<file path="config.mk">
export PLATFORM = sky130hd
export DESIGN_NAME = adc_readout_master
export DESIGN_NICKNAME = d
export VERILOG_FILES = /design/src/rtl/adc_rd_pkg.sv /design/src/rtl/adc_rd_timer.sv /design/src/rtl/adc_rd_shift.sv /design/src/rtl/adc_rd_ctrl.sv /design/src/rtl/adc_readout_master.sv
export SDC_FILE = /design/constraint.sdc
export NUM_CORES = 1
export LEC_CHECK = 0
export CORE_ASPECT_RATIO = 1.75
export CORE_MARGIN = 4
export CORE_UTILIZATION = 41
export CTS_CLUSTER_SIZE = 12
export DETAILED_ROUTE_END_ITERATION = 16
export PLACE_DENSITY = 0.6
export RECOVER_POWER = 100
export SKIP_CTS_REPAIR_TIMING = 1
export SYNTH_ARGS = -nofsm -noshare
export SYNTH_HDL_FRONTEND = slang
export SYNTH_HIERARCHICAL = 1
export SYNTH_SLANG_ARGS = --single-unit
</file>
<file path="constraint.sdc">
create_clock -name clk -period 5.9 [get_ports clk]
set_clock_uncertainty 0.05 [all_clocks]
set_input_delay 1.475 -clock clk [delete_from_list [all_inputs] [get_ports clk]]
set_output_delay 1.475 -clock clk [all_outputs]
set_load 0.01 [all_outputs]
</file>
<file path="src/rtl/adc_rd_pkg.sv">
package adc_rd_pkg;
  typedef enum logic [2:0] {
    ST_IDLE = 3'd0,
    ST_LEAD = 3'd1,
    ST_HI   = 3'd2,
    ST_LO   = 3'd3,
    ST_GAP  = 3'd4
  } rd_state_t;
endpackage

</file>
<file path="src/rtl/adc_rd_timer.sv">
module adc_rd_timer #(
  parameter int TW = 4
) (
  input  logic          clk,
  input  logic          rst,
  input  logic          load,
  input  logic [TW-1:0] load_len,
  output logic          expire
);
  logic [TW-1:0] cnt;

  always_ff @(posedge clk) begin
    if (rst)
      cnt <= '0;
    else if (load)
      cnt <= load_len - TW'(1);
    else if (cnt != '0)
      cnt <= cnt - TW'(1);
  end

  assign expire = (cnt == '0);
endmodule

</file>
<file path="src/rtl/adc_rd_shift.sv">
module adc_rd_shift #(
  parameter int RES_W = 12
) (
  input  logic             clk,
  input  logic             rst,
  input  logic             clr,
  input  logic             take,
  input  logic             din,
  input  logic             load_out,
  output logic [RES_W-1:0] result
);
  localparam int NW = $clog2(RES_W + 1);

  logic [RES_W-1:0] sh;
  logic [NW-1:0]    cap_n;

  always_ff @(posedge clk) begin
    if (rst) begin
      sh     <= '0;
      cap_n  <= '0;
      result <= '0;
    end else begin
      if (clr)
        cap_n <= '0;
      else if (take && (cap_n < NW'(RES_W))) begin
        sh    <= {sh[RES_W-2:0], din};
        cap_n <= cap_n + NW'(1);
      end
      if (load_out)
        result <= sh;
    end
  end

  // capture count never passes the word width
  assert_no_extra_bits_R5: assert property (@(posedge clk) disable iff (rst)
    cap_n <= NW'(RES_W));
  // a frame only completes once the whole word is in
  assert_full_word_R3: assert property (@(posedge clk) disable iff (rst)
    load_out |-> (cap_n == NW'(RES_W)));
endmodule

</file>
<file path="src/rtl/adc_rd_ctrl.sv">
module adc_rd_ctrl
  import adc_rd_pkg::*;
#(
  parameter int HALF     = 8,
  parameter int GAP_CYC  = 2,
  parameter int SGL_CLKS = 16,
  parameter int BYTE_W   = 8,
  parameter int TW       = 4,
  parameter int CW       = 5
) (
  input  logic          clk,
  input  logic          rst,
  input  logic          start,
  input  logic          mode_single,
  input  logic          expire,
  output logic          load,
  output logic [TW-1:0] load_len,
  output logic          take,
  output logic          accept,
  output logic          finish,
  output logic          cs_n,
  output logic          sclk,
  output logic          busy,
  output logic          valid
);
  rd_state_t     st;
  logic          mode_q;
  logic [CW-1:0] bit_cnt;
  logic [CW-1:0] total;
  logic          to_gap;

  assign total = mode_q ? CW'(SGL_CLKS) : CW'(2 * BYTE_W);

  always_comb begin
    load     = 1'b0;
    load_len = TW'(HALF);
    take     = 1'b0;
    accept   = 1'b0;
    finish   = 1'b0;
    to_gap   = 1'b0;
    unique case (st)
      ST_IDLE: if (start) begin accept = 1'b1; load = 1'b1; end
      ST_LEAD: if (expire) begin take = 1'b1; load = 1'b1; end
      ST_HI:   if (expire) load = 1'b1;
      ST_LO: if (expire) begin
        if (bit_cnt == total)
          finish = 1'b1;
        else if (!mode_q && (bit_cnt == CW'(BYTE_W))) begin
          to_gap   = 1'b1;
          load     = 1'b1;
          load_len = TW'(GAP_CYC);
        end else begin
          take = 1'b1;
          load = 1'b1;
        end
      end
      ST_GAP:  if (expire) begin take = 1'b1; load = 1'b1; end
      default: ;
    endcase
  end

  always_ff @(posedge clk) begin
    if (rst) begin
      st      <= ST_IDLE;
      mode_q  <= 1'b0;
      bit_cnt <= '0;
      cs_n    <= 1'b1;
      sclk    <= 1'b0;
      busy    <= 1'b0;
      valid   <= 1'b0;
    end else begin
      valid <= 1'b0;
      if (accept) begin
        st      <= ST_LEAD;
        mode_q  <= mode_single;
        bit_cnt <= '0;
        cs_n    <= 1'b0;
        busy    <= 1'b1;
      end else if (take) begin
        st      <= ST_HI;
        sclk    <= 1'b1;
        bit_cnt <= bit_cnt + CW'(1);
      end else if (finish) begin
        st    <= ST_IDLE;
        cs_n  <= 1'b1;
        busy  <= 1'b0;
        valid <= 1'b1;
      end else if (to_gap) begin
        st <= ST_GAP;
      end else if (load && (st == ST_HI)) begin
        st   <= ST_LO;
        sclk <= 1'b0;
      end
    end
  end

  // framing choice is frozen while a frame runs
  assert_mode_frozen_R11: assert property (@(posedge clk) disable iff (rst)
    ($past(busy) && busy) |-> $stable(mode_q));
  // clock edges only inside a selected frame
  assert_rise_in_frame_R6: assert property (@(posedge clk) disable iff (rst)
    $rose(sclk) |-> !cs_n);
  // a start while busy does not restart the frame
  assert_start_ignored_R8: assert property (@(posedge clk) disable iff (rst)
    (busy && start) |=> (bit_cnt >= $past(bit_cnt)) || valid);
endmodule

</file>
<file path="src/rtl/adc_readout_master.sv">
module adc_readout_master #(
  parameter int DIV_RATIO = 16,
  parameter int GAP_CYC   = 2,
  parameter int SGL_CLKS  = 16,
  parameter int RES_W     = 12,
  parameter int BYTE_W    = 8
) (
  input  logic             clk,
  input  logic             rst,
  input  logic             start,
  input  logic             mode_single,
  input  logic             sdata_in,
  output logic             cs_n,
  output logic             sclk,
  output logic             busy,
  output logic [RES_W-1:0] result,
  output logic             result_valid
);
  localparam int HALF  = DIV_RATIO / 2;
  localparam int TMAX  = (HALF > GAP_CYC) ? HALF : GAP_CYC;
  localparam int TW    = $clog2(TMAX + 1);
  localparam int NMAX  = (SGL_CLKS > 2 * BYTE_W) ? SGL_CLKS : 2 * BYTE_W;
  localparam int CW    = $clog2(NMAX + 1);

  logic          load;
  logic [TW-1:0] load_len;
  logic          expire;
  logic          take;
  logic          accept;
  logic          finish;

  adc_rd_timer #(.TW(TW)) u_timer (
    .clk(clk), .rst(rst), .load(load), .load_len(load_len), .expire(expire)
  );

  adc_rd_ctrl #(
    .HALF(HALF), .GAP_CYC(GAP_CYC), .SGL_CLKS(SGL_CLKS),
    .BYTE_W(BYTE_W), .TW(TW), .CW(CW)
  ) u_ctrl (
    .clk(clk), .rst(rst), .start(start), .mode_single(mode_single),
    .expire(expire), .load(load), .load_len(load_len), .take(take),
    .accept(accept), .finish(finish), .cs_n(cs_n), .sclk(sclk),
    .busy(busy), .valid(result_valid)
  );

  adc_rd_shift #(.RES_W(RES_W)) u_shift (
    .clk(clk), .rst(rst), .clr(accept), .take(take), .din(sdata_in),
    .load_out(finish), .result(result)
  );

  // clock rests low outside frames
  assert_sclk_idle_R2: assert property (@(posedge clk) disable iff (rst)
    !busy |-> !sclk);
  // strobe lasts one cycle
  assert_valid_pulse_R7: assert property (@(posedge clk) disable iff (rst)
    result_valid |=> !result_valid);
  // strobe coincides with deselect and end of busy
  assert_valid_end_R9: assert property (@(posedge clk) disable iff (rst)
    result_valid |-> (cs_n && !busy));
  // result only moves with the strobe
  assert_result_hold_R7: assert property (@(posedge clk) disable iff (rst)
    !result_valid |-> $stable(result));
endmodule

</file>
Word-level counts from Yosys, hierarchy flattened
Cells that the tools add are included.
W data, S select, Z words.
Storage, ports and cells
  flip-flop bits (word level): 45
  output and inout port bits: 16
  logic and storage cells: 88
  input bits: 5
Cells by class
  add/subtract/negate cells: 4
  equality and inequality tests: 9
  muxes and demuxes: 39
  order comparisons: 1
  reductions and logical operators: 21
  bitwise gates (word level): 1
Operators by type and width (number)
  $mux W1: 27
  $mux W4: 6
  $reduce_bool A2 Y1: 4
  $reduce_bool A4 Y1: 2
  $sub A4 B1 Y4 const B: 2
  $eq A3 B2 Y1 const B: 2
  $mux W3: 2
  $reduce_or A3 Y1: 2
  $add A5 B1 Y5 const B: 1
  $eq A5 B4 Y1 const B: 1
  $eq A5 B5 Y1 const B: 1
  $reduce_bool A5 Y1: 1
  $add A4 B1 Y4 const B: 1
  $logic_not A4 Y1: 1
  $lt A4 B4 Y1 const B: 1
  $mux W2: 2
  $ne A2 B1 Y1 const B: 2
  $reduce_and A2 Y1: 2
  $reduce_and A4 Y1: 1
  $reduce_or A2 Y1: 2
  $reduce_or A4 Y1: 1
  $eq A3 B1 Y1 const B: 1
  $eq A3 B3 Y1 const B: 1
  $logic_and A1 B1 Y1: 3
  6 further kinds: 6

Logic depth before layout (Yosys ltp)
Gate-level depths: netlist of the first run.
  depth after elaboration: 10
  depth in mapped cells: 10

Modules after synthesis
The synthesis of the first run kept the hierarchy.
Modules (own cells, without submodules)
  adc_rd_shift: area an instance 1064.8 um2, instances 1, cells each 95, seq. area each 560.5 um2
  adc_rd_ctrl: area an instance 810.8 um2, instances 1, cells each 90, seq. area each 260.2 um2
  adc_rd_timer: area an instance 222.7 um2, instances 1, cells each 22, seq. area each 80.1 um2

Least setup slack after synthesis of the first run
OpenSTA, ideal clock, no wires.
  path type: input -> register
  start point: in start
  end point: reg u_timer.cnt[2]
  data required time: 5.736 ns
  library setup time: 0.114 ns
  stages on the path: 9
  path buffers: 1
  slack: 3.244 ns
  data arrival time: 2.492 ns
  cell sequence: mux2i_1 nor2_1 nor2_1 o22ai_1 clkbuf_2 mux2i_1 ha_1 xor2_1 nor2_1
Between the ends
  cells in the longest elaborated chain, start to end: 3
  elaborated cells on any way between the ends: 4
Ends and longest elaborated chain
  start: declaration: line adc_readout_master.sv:10  | input logic start,
  $mux W1 (*): line adc_rd_ctrl.sv:42  | ST_IDLE: if (start) begin accept = 1'b1; load = 1'b1; end
  $pmux W1 S3 (*): line adc_rd_ctrl.sv:41  | unique case (st)
  net load: line adc_readout_master.sv:25  | logic load;
  $mux W4 / $reduce_bool A2 Y1 (equally long branches)
  end signal: assignment: line adc_rd_timer.sv:16  | cnt <= load_len - TW'(1);
  end signal: assignment: line adc_rd_timer.sv:18  | cnt <= cnt - TW'(1);
  end: declaration: line adc_rd_timer.sv:10  | logic [TW-1:0] cnt;
The timed path passes the listed nets; every way through them passes the cells marked *.
A chain may end at the register's enable or synchronous reset.

Worst setup path in the final report of the first run
  start point: in rst
  end point: reg u_ctrl.bit_cnt[4]
Between the ends
  cells in the longest elaborated chain, start to end: 1
Ends and longest elaborated chain
  start: declaration: line adc_readout_master.sv:9  | input logic rst,
  $reduce_or A2 Y1 (no source line)
  end signal: assignment: line adc_rd_ctrl.sv:82  | bit_cnt <= bit_cnt + CW'(1);
  end: declaration: line adc_rd_ctrl.sv:28  | logic [CW-1:0] bit_cnt;
Every way passes these cells.

==> metrics.yaml, run 1 <==
worstMarginPinSlew_ns: 1.65
antenna_found_initial: 0
pwr-share-seq_pct: 40.5
regArea_um2: 901
clkSinkCount: 45
cellPowerDensity_nw_per_um2: 386
multi_input_area_um2: 1080
setup_violations: 0
dpl.hpwl_um: 2660
cp.arrival_ns: 3.96
grt_pass1_wl_um: 6510
yosys.area.top_type_share_pct: 42.9
core_area_um2: 4980
power.internal_uw: 634
avgSynthCellArea_um2: 10.1
outcome: "finished, violations left"
drive_gt1_share_pct: 10.4
synth_area_um2: 2100
post-route-min-period_ns: 3.81
diodes: 0
final.fill_count: 494
required_ns: 6.04
cts-root-buf: "clkbuf_8"
clk-insertion-delay-late_ns: 0.30
violations: "capacitance limit, slew limit"
leakagePower_uw: 0.000925
timing.final.crit_share_pct: 64.6
start_util_pct: 42.2
crit_path_start: "rst"
hp-start: "u_ctrl/sclk"
postRouteAntennaNets: 0
synth_edf_count: 0
die_y_um: 103
critPathSlowestCell: "clkbuf_1"
clockBufferDepth: 2
path_clk_slew_ns: 0.09
overflow: 0
r2r_start: "u_timer/cnt[1]"
pwr-share-clk_pct: 29.4
die_w_um: 62.1
final_common_cell: "dfxtp_1"
synth_cell_types: 49
timing.setup.critical_path_class: "primary input to flip-flop"
final_cell_mix: "45 x dfxtp_1, 32 x mux2i_1, 25 x nor2_1"
yosysWarningCount: 6
numCtsBuffers: 5
ys_seq_elements: 45
h-tree-depth: 2
switching_share_pct: 31.7
whs_ns: 0.425
finalHoldViolations: 0
tritoncts: "done"
fin_tns_setup_ns: 0
critical_path.cell_chain: "dlygate4sd3_1 > clkbuf_1 > or2_0 > a2111o_1 > o21ai_0"
netlist_instances: 207
crit_buf_inv: 2
slew_violations: 42
wl_per_cell_um: 13.7
gr-usage-all-layers_pct: 13.7
synthFlopType: "dfxtp_1"
cpPeakStageDelay_ns: 1.19
drt-initial-drc-count: 65
cap_violations: 1
rsz0062_at_grt: "false"
fmax_mhz: 262
end_kind: "flip-flop"
gp_congestion: 0.782
synthToLayoutAreaGrowth_pct: 14.7
vias: 1452
rows: 34
switchingPower_uw: 294
seq_area_frac_synth_pct: 42.9
io_buffers: 20
combPwrFrac_pct: 30.2
fin_nets: 230
grt_pass1_vias: 1419
synth.area.top_cells: "dfxtp_1 43%, mux2i_1 15%, nand2b_1 4.5%, nor2_1 4.5%, a21oi_1 2.4%"
hp-class: "flip-flop to flip-flop"
path_max_fanout: 41
irDropWorstVdd_uv: 244
worst_setup_path_start_kind: "primary input"
slew_headroom_pct: -9.94
first_pass_iters: 4
io_pins: 21
vias_per_cell: 5.26
drc: 0
die_area_um2: 6370
yosysTopAreaCell: "dfxtp_1"
path_delay_family: "buffers and inverters"
grt_max_degree: 42
synthArstFlopShare_pct: 0
wl_um: 3770
[worst paths after layout]
path / endpoint / slack (ns) / cells after the start
worst max register to register: u_shift/sh[10] / 3.11 / 8
worst min register to register: u_ctrl/sclk / 0.43 / 2
worst max-delay path: u_ctrl/bit_cnt[4] / 2.09 / 5
worst min-delay path: u_ctrl/sclk / 0.43 / 2
[flip-flops by register name, summed over array words and instances (netlist names), 3 cells and up]
register        cells
u_ctrl/bit_cnt      5
u_ctrl/st           3
u_timer/cnt         4
u_shift/sh         12
u_shift/result     12
u_shift/cap_n       4
[logic make-up (layout without fill, tap and decap cells)]
group	Yosys count	after routing	share of synthesized area (%)
AO/OA/AOI/OAI	28	28	9.48
XOR/XNOR	2	2	0.835
adder cells (fa/ha/maj)	4	4	2.39
buffers and inverters	21	35	5.84
flip-flops	45	45	42.9
multiplexers	32	32	15.3
other	1	2	0.179
AND/OR/NAND/NOR	74	74	23.1
[cell type report]
cell class / count / share of cell area [%]
clock buffer: 5 / 2.86
clock inverter: 3 / 2.70
inverter: 6 / 0.936
multi-input combinational: 142 / 44.8
sequential: 45 / 37.4
tap: 54 / 2.81
timing repair buffer: 21 / 8.47
[tightest hold or removal path, delay by kind of cell (launching register included)]
kind | cells | cell delay (ns)
AOI/OAI and AO/OA | 2 | 0.12
DFF | 1 | 0.31
[through the flow]
step                      setup slack [ns]  instance area, um2  cells  utilization, %  total power [uW]
after floorplan                       3.24                2100    208               -               627
after global placement                2.37                2280    268            45.8               668
after detailed placement              2.37                2280    268            45.8               669
after CTS                             2.68                2410    276            48.4               946
after global routing                  1.85                2410    276            48.4               985
final                                 2.09                2410    276            48.4               928
[Yosys cell counts (2+ instances only)]
cell / n
nor2_1: 25
buf_6: 3
mux2i_1: 32
nand3_1: 5
inv_2: 2
nand2b_1: 15
clkbuf_1: 2
ha_1: 4
buf_4: 4
nand2_1: 3
nor3_1: 4
nand3b_1: 3
buf_2: 4
nor4_1: 2
nor4_4: 2
inv_1: 4
a2111o_1: 2
a21oi_1: 10
o21ai_0: 4
o21ai_1: 3
dfxtp_1: 45
or3_1: 2
[metal layers]
| metal | wire (um) | GRT usage, % | up-vias |
|---|---|---|---|
| met5 | 0 | 0 | - |
| met4 | 72 | 6.05 | 0 |
| met3 | 134 | 3.63 | 7 |
| met2 | 1960 | 22.8 | 22 |
| met1 | 1610 | 15.8 | 683 |
| li1 | - | - | 740 |
[power by group through the flow]
stage          clock (uW)  sequential [uW]  combinational, uW
2_1_floorplan           0              368                259
3_3_place_gp            0              383                285
3_5_place_dp            0              383                286
4_1_cts               282              376                287
5_1_grt               292              381                312
6_report              273              376                280
No activity file was read; power rests on OpenSTA's default activity.
==> inputs of run 2 (changes only) <==
--- a/config.mk
+++ b/config.mk
@@ -10,7 +10,7 @@
 export CORE_UTILIZATION = 41
 export CTS_CLUSTER_SIZE = 12
 export DETAILED_ROUTE_END_ITERATION = 16
-export PLACE_DENSITY = 0.6
+export PLACE_DENSITY = 0.62
 export RECOVER_POWER = 100
 export SKIP_CTS_REPAIR_TIMING = 1
 export SYNTH_ARGS = -nofsm -noshare
==> constraint.sdc (replaced) <==
create_clock -name clk -period 3.4 [get_ports clk]
set_clock_uncertainty 0.05 [all_clocks]
set_input_delay 0.85 -clock clk [delete_from_list [all_inputs] [get_ports clk]]
set_output_delay 0.85 -clock clk [all_outputs]
set_load 0.01 [all_outputs]
==> run 2 against run 1 <==
Net effect:
- the flow now finishes without violations
- global-route usage rose by 0.64 points
- count of clock-buffer cells in the layout did not move
- sequential cell count did not move
- sequential share of layout area rose by 0.41 points
- power rose by 71%
- combinational power rose by 68%
- critical endpoint is now u_shift/sh[10]
==> metrics.yaml, run 2 (synthesized netlist as in run 1, its figures left out) <==
synthToLayoutAreaGrowth_pct: 13.5  # was 14.7%
fin_tns_setup_ns: 0  # unchanged
antenna_found_initial: 0  # unchanged
pwr-share-clk_pct: 30.0  # was 29.4%
h-tree-depth: 2  # unchanged
slew_headroom_pct: 47.3  # was -9.94%
first_pass_iters: 4  # unchanged
largest_registers: "u_shift/result x12, u_shift/sh x12, u_ctrl/bit_cnt x5"  # unchanged
cpPeakStageDelay_ns: 0.51  # was 1.19 ns
drt-initial-drc-count: 45  # was 65
numCtsBuffers: 5  # unchanged
vias_per_cell: 5.32  # was 5.26
final_cell_mix: "45 x dfxtp_1, 32 x mux2i_1, 25 x nor2_1"  # unchanged
combPwrFrac_pct: 29.7  # was 30.2%
postRouteAntennaNets: 0  # unchanged
io_pins: 21  # unchanged
required_ns: 3.57  # was 6.04 ns
timing.setup.critical_path_class: "flip-flop to flip-flop"  # was primary input to flip-flop
clkSinkCount: 45  # unchanged
switching_share_pct: 31.5  # was 31.7%
drc: 0  # unchanged
die_area_um2: 6370  # unchanged
cellPowerDensity_nw_per_um2: 666  # was 386 nW/um2
overflow: 0  # unchanged
rows: 34  # unchanged
fin_nets: 232  # was 230
core_area_um2: 4980  # unchanged
gp_congestion: 0.744  # was 0.782
slew_violations: 0  # was 42
diodes: 0  # unchanged
whs_ns: 0.440  # was 0.425 ns
cp.arrival_ns: 3.05  # was 3.96 ns
hp-class: "flip-flop to flip-flop"  # unchanged
die_y_um: 103  # unchanged
power.internal_uw: 1090  # was 634 uW
io_buffers: 20  # unchanged
pwr-share-seq_pct: 40.3  # was 40.5%
path_max_fanout: 10  # was 41
vias: 1478  # was 1452
rsz0062_at_grt: "false"  # unchanged
grt_max_degree: 41  # was 42
worst_setup_path_start_kind: "flip-flop"  # was primary input
wl_um: 3890  # was 3770 um
worstMarginPinSlew_ns: 0.790  # was 1.65 ns
grt_pass1_wl_um: 6810  # was 6510 um
drive_gt1_share_pct: 8.93  # was 10.4%
irDropWorstVdd_uv: 429  # was 244 uV
post-route-min-period_ns: 2.89
cts-root-buf: "clkbuf_8"  # unchanged
final_common_cell: "dfxtp_1"  # unchanged
critPathSlowestCell: "and2b_1"  # was clkbuf_1
die_w_um: 62.1  # unchanged
cap_violations: 0  # was 1
critical_path.cell_chain: "nor4_1 > clkbuf_1 > and4bb_1 > a21o_1 > nor2_8 > inv_2 > a21boi_4 > and2b_1 > mux2i_1"  # was dlygate4sd3_1 > clkbuf_1 > or2_0 > a2111o_1 > o21ai_0
setup_violations: 0  # unchanged
post-route-util_pct: 47.8  # was 48.4%
clk-insertion-delay-late_ns: 0.30  # about the same
fmax_mhz: 346
switchingPower_uw: 499  # was 294 uW
dpl.hpwl_um: 2670  # was 2660 um
end_kind: "flip-flop"  # unchanged
grt_pass1_vias: 1501  # was 1419
wl_per_cell_um: 14.0  # was 13.7 um
finalHoldViolations: 0  # unchanged
gr-usage-all-layers_pct: 14.3  # was 13.7%
outcome: "finished clean"  # was finished, violations left
path_clk_slew_ns: 0.08  # was 0.09 ns
final.fill_count: 482  # was 494
timing.final.crit_share_pct: 84.9
tritoncts: "done"  # unchanged
leakagePower_uw: 0.000925  # about the same
clockBufferDepth: 2  # unchanged
start_util_pct: 42.2  # unchanged
## run 2: path summary, 6_finish.rpt
path	from	endpoint	slack (ns)	cells past startpoint
max	u_timer/cnt[1]	u_shift/sh[10]	0.51	9
min	u_shift/result[10]	u_shift/result[10]	0.44	2
max reg2reg	u_timer/cnt[1]	u_shift/sh[10]	0.51	9
min reg2reg	u_shift/result[10]	u_shift/result[10]	0.44	2
## run 2: critical path: cells and delay by family (launching register included)
family / cells / cell delay (ns)
AO/OA/AOI/OAI: 2 / 0.49
buffers and inverters: 2 / 0.41
flip-flops: 1 / 0.34
multiplexers: 1 / 0.27
AND/OR/NAND/NOR: 4 / 1.24
## run 2: per-stage QoR
step | area, um2 | cells | worst slack, ns | total power (uW)
6_report | 2380 | 278 | 0.513 | 1590
3_3_place_gp | 2290 | 270 | 0.621 | 1170
5_1_grt | 2380 | 278 | 0.377 | 1680
4_1_cts | 2430 | 278 | 0.758 | 1660
2_1_floorplan | 2100 | 208 | 1.21 | 1090
3_5_place_dp | 2290 | 270 | 0.582 | 1180
## run 2: power groups by stage
stage	Combinational (uW)	Sequential [uW]	Clock, uW
6_report	471	639	476
5_1_grt	524	647	513
4_1_cts	516	654	489
3_5_place_dp	513	666	0
3_3_place_gp	508	664	0
2_1_floorplan	450	639	0
## run 2: metal layers
metal	routed length [um]	global-route usage, %
met4	73	5.88
met3	119	4.51
met1	1670	16.2
met5	0	0
met2	2020	24.0
## run 2: layout make-up
class	count	area, um2	area share (%)
Multi-Input combinational cell	142	1040	43.7
Sequential cell	45	901	37.8
Timing Repair Buffer	23	215	9.04
Clock buffer	5	68.8	2.89
Tap cell	54	67.6	2.84
Clock inverter	3	65.1	2.73
Inverter	6	22.5	0.946
==> inputs of run 3 (changes only) <==
==> constraint.sdc (replaced) <==
create_clock -name clk -period 2.5 [get_ports clk]
set_clock_uncertainty 0.05 [all_clocks]
set_input_delay 0.625 -clock clk [delete_from_list [all_inputs] [get_ports clk]]
set_output_delay 0.625 -clock clk [all_outputs]
set_load 0.01 [all_outputs]
==> run 3 against run 2 <==
Net effect:
- sequential power up 39%
- routed wire length rose by 3.8%
- largest power group unchanged
- power up 36%
- sequential cell count stayed put
- worst hold slack lost 0.0024 ns
- sequential share of layout area decreased by 0.89 points
- combinational power increased by 54%
- final area rose by 2.4%
==> metrics.yaml, run 3 (synthesized netlist as in run 1, its figures left out) <==
outcome: "finished clean"  # unchanged
setup_violations: 0  # unchanged
path_clk_slew_ns: 0.09  # was 0.08 ns
fmax_mhz: 425
gp_congestion: 0.784  # was 0.744
diodes: 0  # unchanged
rsz0062_at_grt: "false"  # unchanged
irDropWorstVdd_uv: 735  # was 429 uV
fin_tns_setup_ns: 0  # unchanged
synthToLayoutAreaGrowth_pct: 16.2  # was 13.5%
die_y_um: 103  # unchanged
grt_pass1_vias: 1480  # was 1501
drc: 0  # unchanged
postRouteAntennaNets: 0  # unchanged
numCtsBuffers: 5  # unchanged
hp-class: "flip-flop to flip-flop"  # unchanged
post-route-min-period_ns: 2.35
io_buffers: 20  # unchanged
vias_per_cell: 5.24  # was 5.32
rows: 34  # unchanged
cap_violations: 0  # unchanged
cellPowerDensity_nw_per_um2: 887  # was 666 nW/um2
final_common_cell: "dfxtp_1"  # unchanged
drt-initial-drc-count: 45  # unchanged
vias: 1493  # was 1478
die_area_um2: 6370  # unchanged
timing.final.crit_share_pct: 94.1
core_area_um2: 4980  # unchanged
final_cell_mix: "45 x dfxtp_1, 32 x mux2i_1, 25 x nor2_1"  # unchanged
cts-root-buf: "clkbuf_8"  # unchanged
worst_setup_path_start_kind: "primary input"  # was flip-flop
finalHoldViolations: 0  # unchanged
leakagePower_uw: 0.000938  # was 0.000925 uW
slew_headroom_pct: 54.1  # was 47.3%
start_util_pct: 42.2  # unchanged
end_kind: "flip-flop"  # unchanged
first_pass_iters: 4  # unchanged
antenna_found_initial: 0  # unchanged
slew_violations: 0  # unchanged
overflow: 0  # unchanged
largest_registers: "u_shift/result x12, u_shift/sh x12, u_ctrl/bit_cnt x5"  # unchanged
dpl.hpwl_um: 2950  # was 2670 um
h-tree-depth: 2  # unchanged
tritoncts: "done"  # unchanged
clockBufferDepth: 2  # unchanged
path_max_fanout: 7  # was 10
timing.setup.critical_path_class: "primary input to flip-flop"  # was flip-flop to flip-flop
clkSinkCount: 45  # unchanged
gr-usage-all-layers_pct: 14.0  # was 14.3%
post-route-util_pct: 49.0  # was 47.8%
required_ns: 2.62  # was 3.57 ns
cp.arrival_ns: 2.47  # was 3.05 ns
fin_nets: 239  # was 232
clk-insertion-delay-late_ns: 0.29  # was 0.30 ns
die_w_um: 62.1  # unchanged
drive_gt1_share_pct: 13.4  # was 8.93%
wl_um: 4030  # was 3890 um
grt_pass1_wl_um: 6620  # was 6810 um
grt_max_degree: 26  # was 41
wl_per_cell_um: 14.2  # was 14.0 um
io_pins: 21  # unchanged
worstMarginPinSlew_ns: 0.687  # was 0.790 ns
run 3: area by class of cell:
class                      instances  area (um2)
clock buffer                       5        68.8
inverter                           6        22.5
tap                               54        67.6
fill                             488        2540
timing repair buffer              30         277
sequential                        45         901
multi-input combinational        142        1060
clock inverter                     3        46.3
run 3: per-layer routing:
metal / part of all wire, % / global-route usage [%] / up-vias
li1: - / - / 755
met1: 42 / 15.2 / 707
met2: 53 / 23.8 / 25
met3: 3.1 / 3.76 / 6
met4: 2.2 / 7.19 / 0
met5: 0 / 0 / -
run 3: through the flow:
step / power [uW] / cells / hold slack, ns / worst slack [ns] / instance area, um2
after floorplan: 1480 / 208 / 0.402 / 0.310 / 2100
after global placement: 1660 / 276 / 0.419 / 0.131 / 2350
after detailed placement: 1670 / 276 / 0.432 / 0.0956 / 2350
after CTS: 2230 / 284 / 0.447 / 0.109 / 2460
after global routing: 2290 / 285 / 0.464 / 0.0159 / 2440
final: 2160 / 285 / 0.438 / 0.147 / 2440
run 3: worst paths after layout:
check / to / slack, ns / cells after the start / start
worst min register to register: u_shift/sh[11] / 0.44 / 2 / u_shift/sh[11]
worst min-delay path: u_shift/sh[11] / 0.44 / 2 / u_shift/sh[11]
worst max register to register: u_shift/sh[8] / 0.17 / 10 / u_timer/cnt[3]
worst max-delay path: u_ctrl/st[2] / 0.15 / 5 / start
run 3: critical path: stages:
cell,delay [ns]
dlygate4sd3_1,0.56
nor4b_2,0.58
or2_0,0.33
clkbuf_1,0.29
nor4_4,0.07
run 3: where the power goes:
part / switching [uW] / internal (uW)
registers: 89.7 / 797
logic: 368 / 358
clock network: 253 / 299
total: 710 / 1450
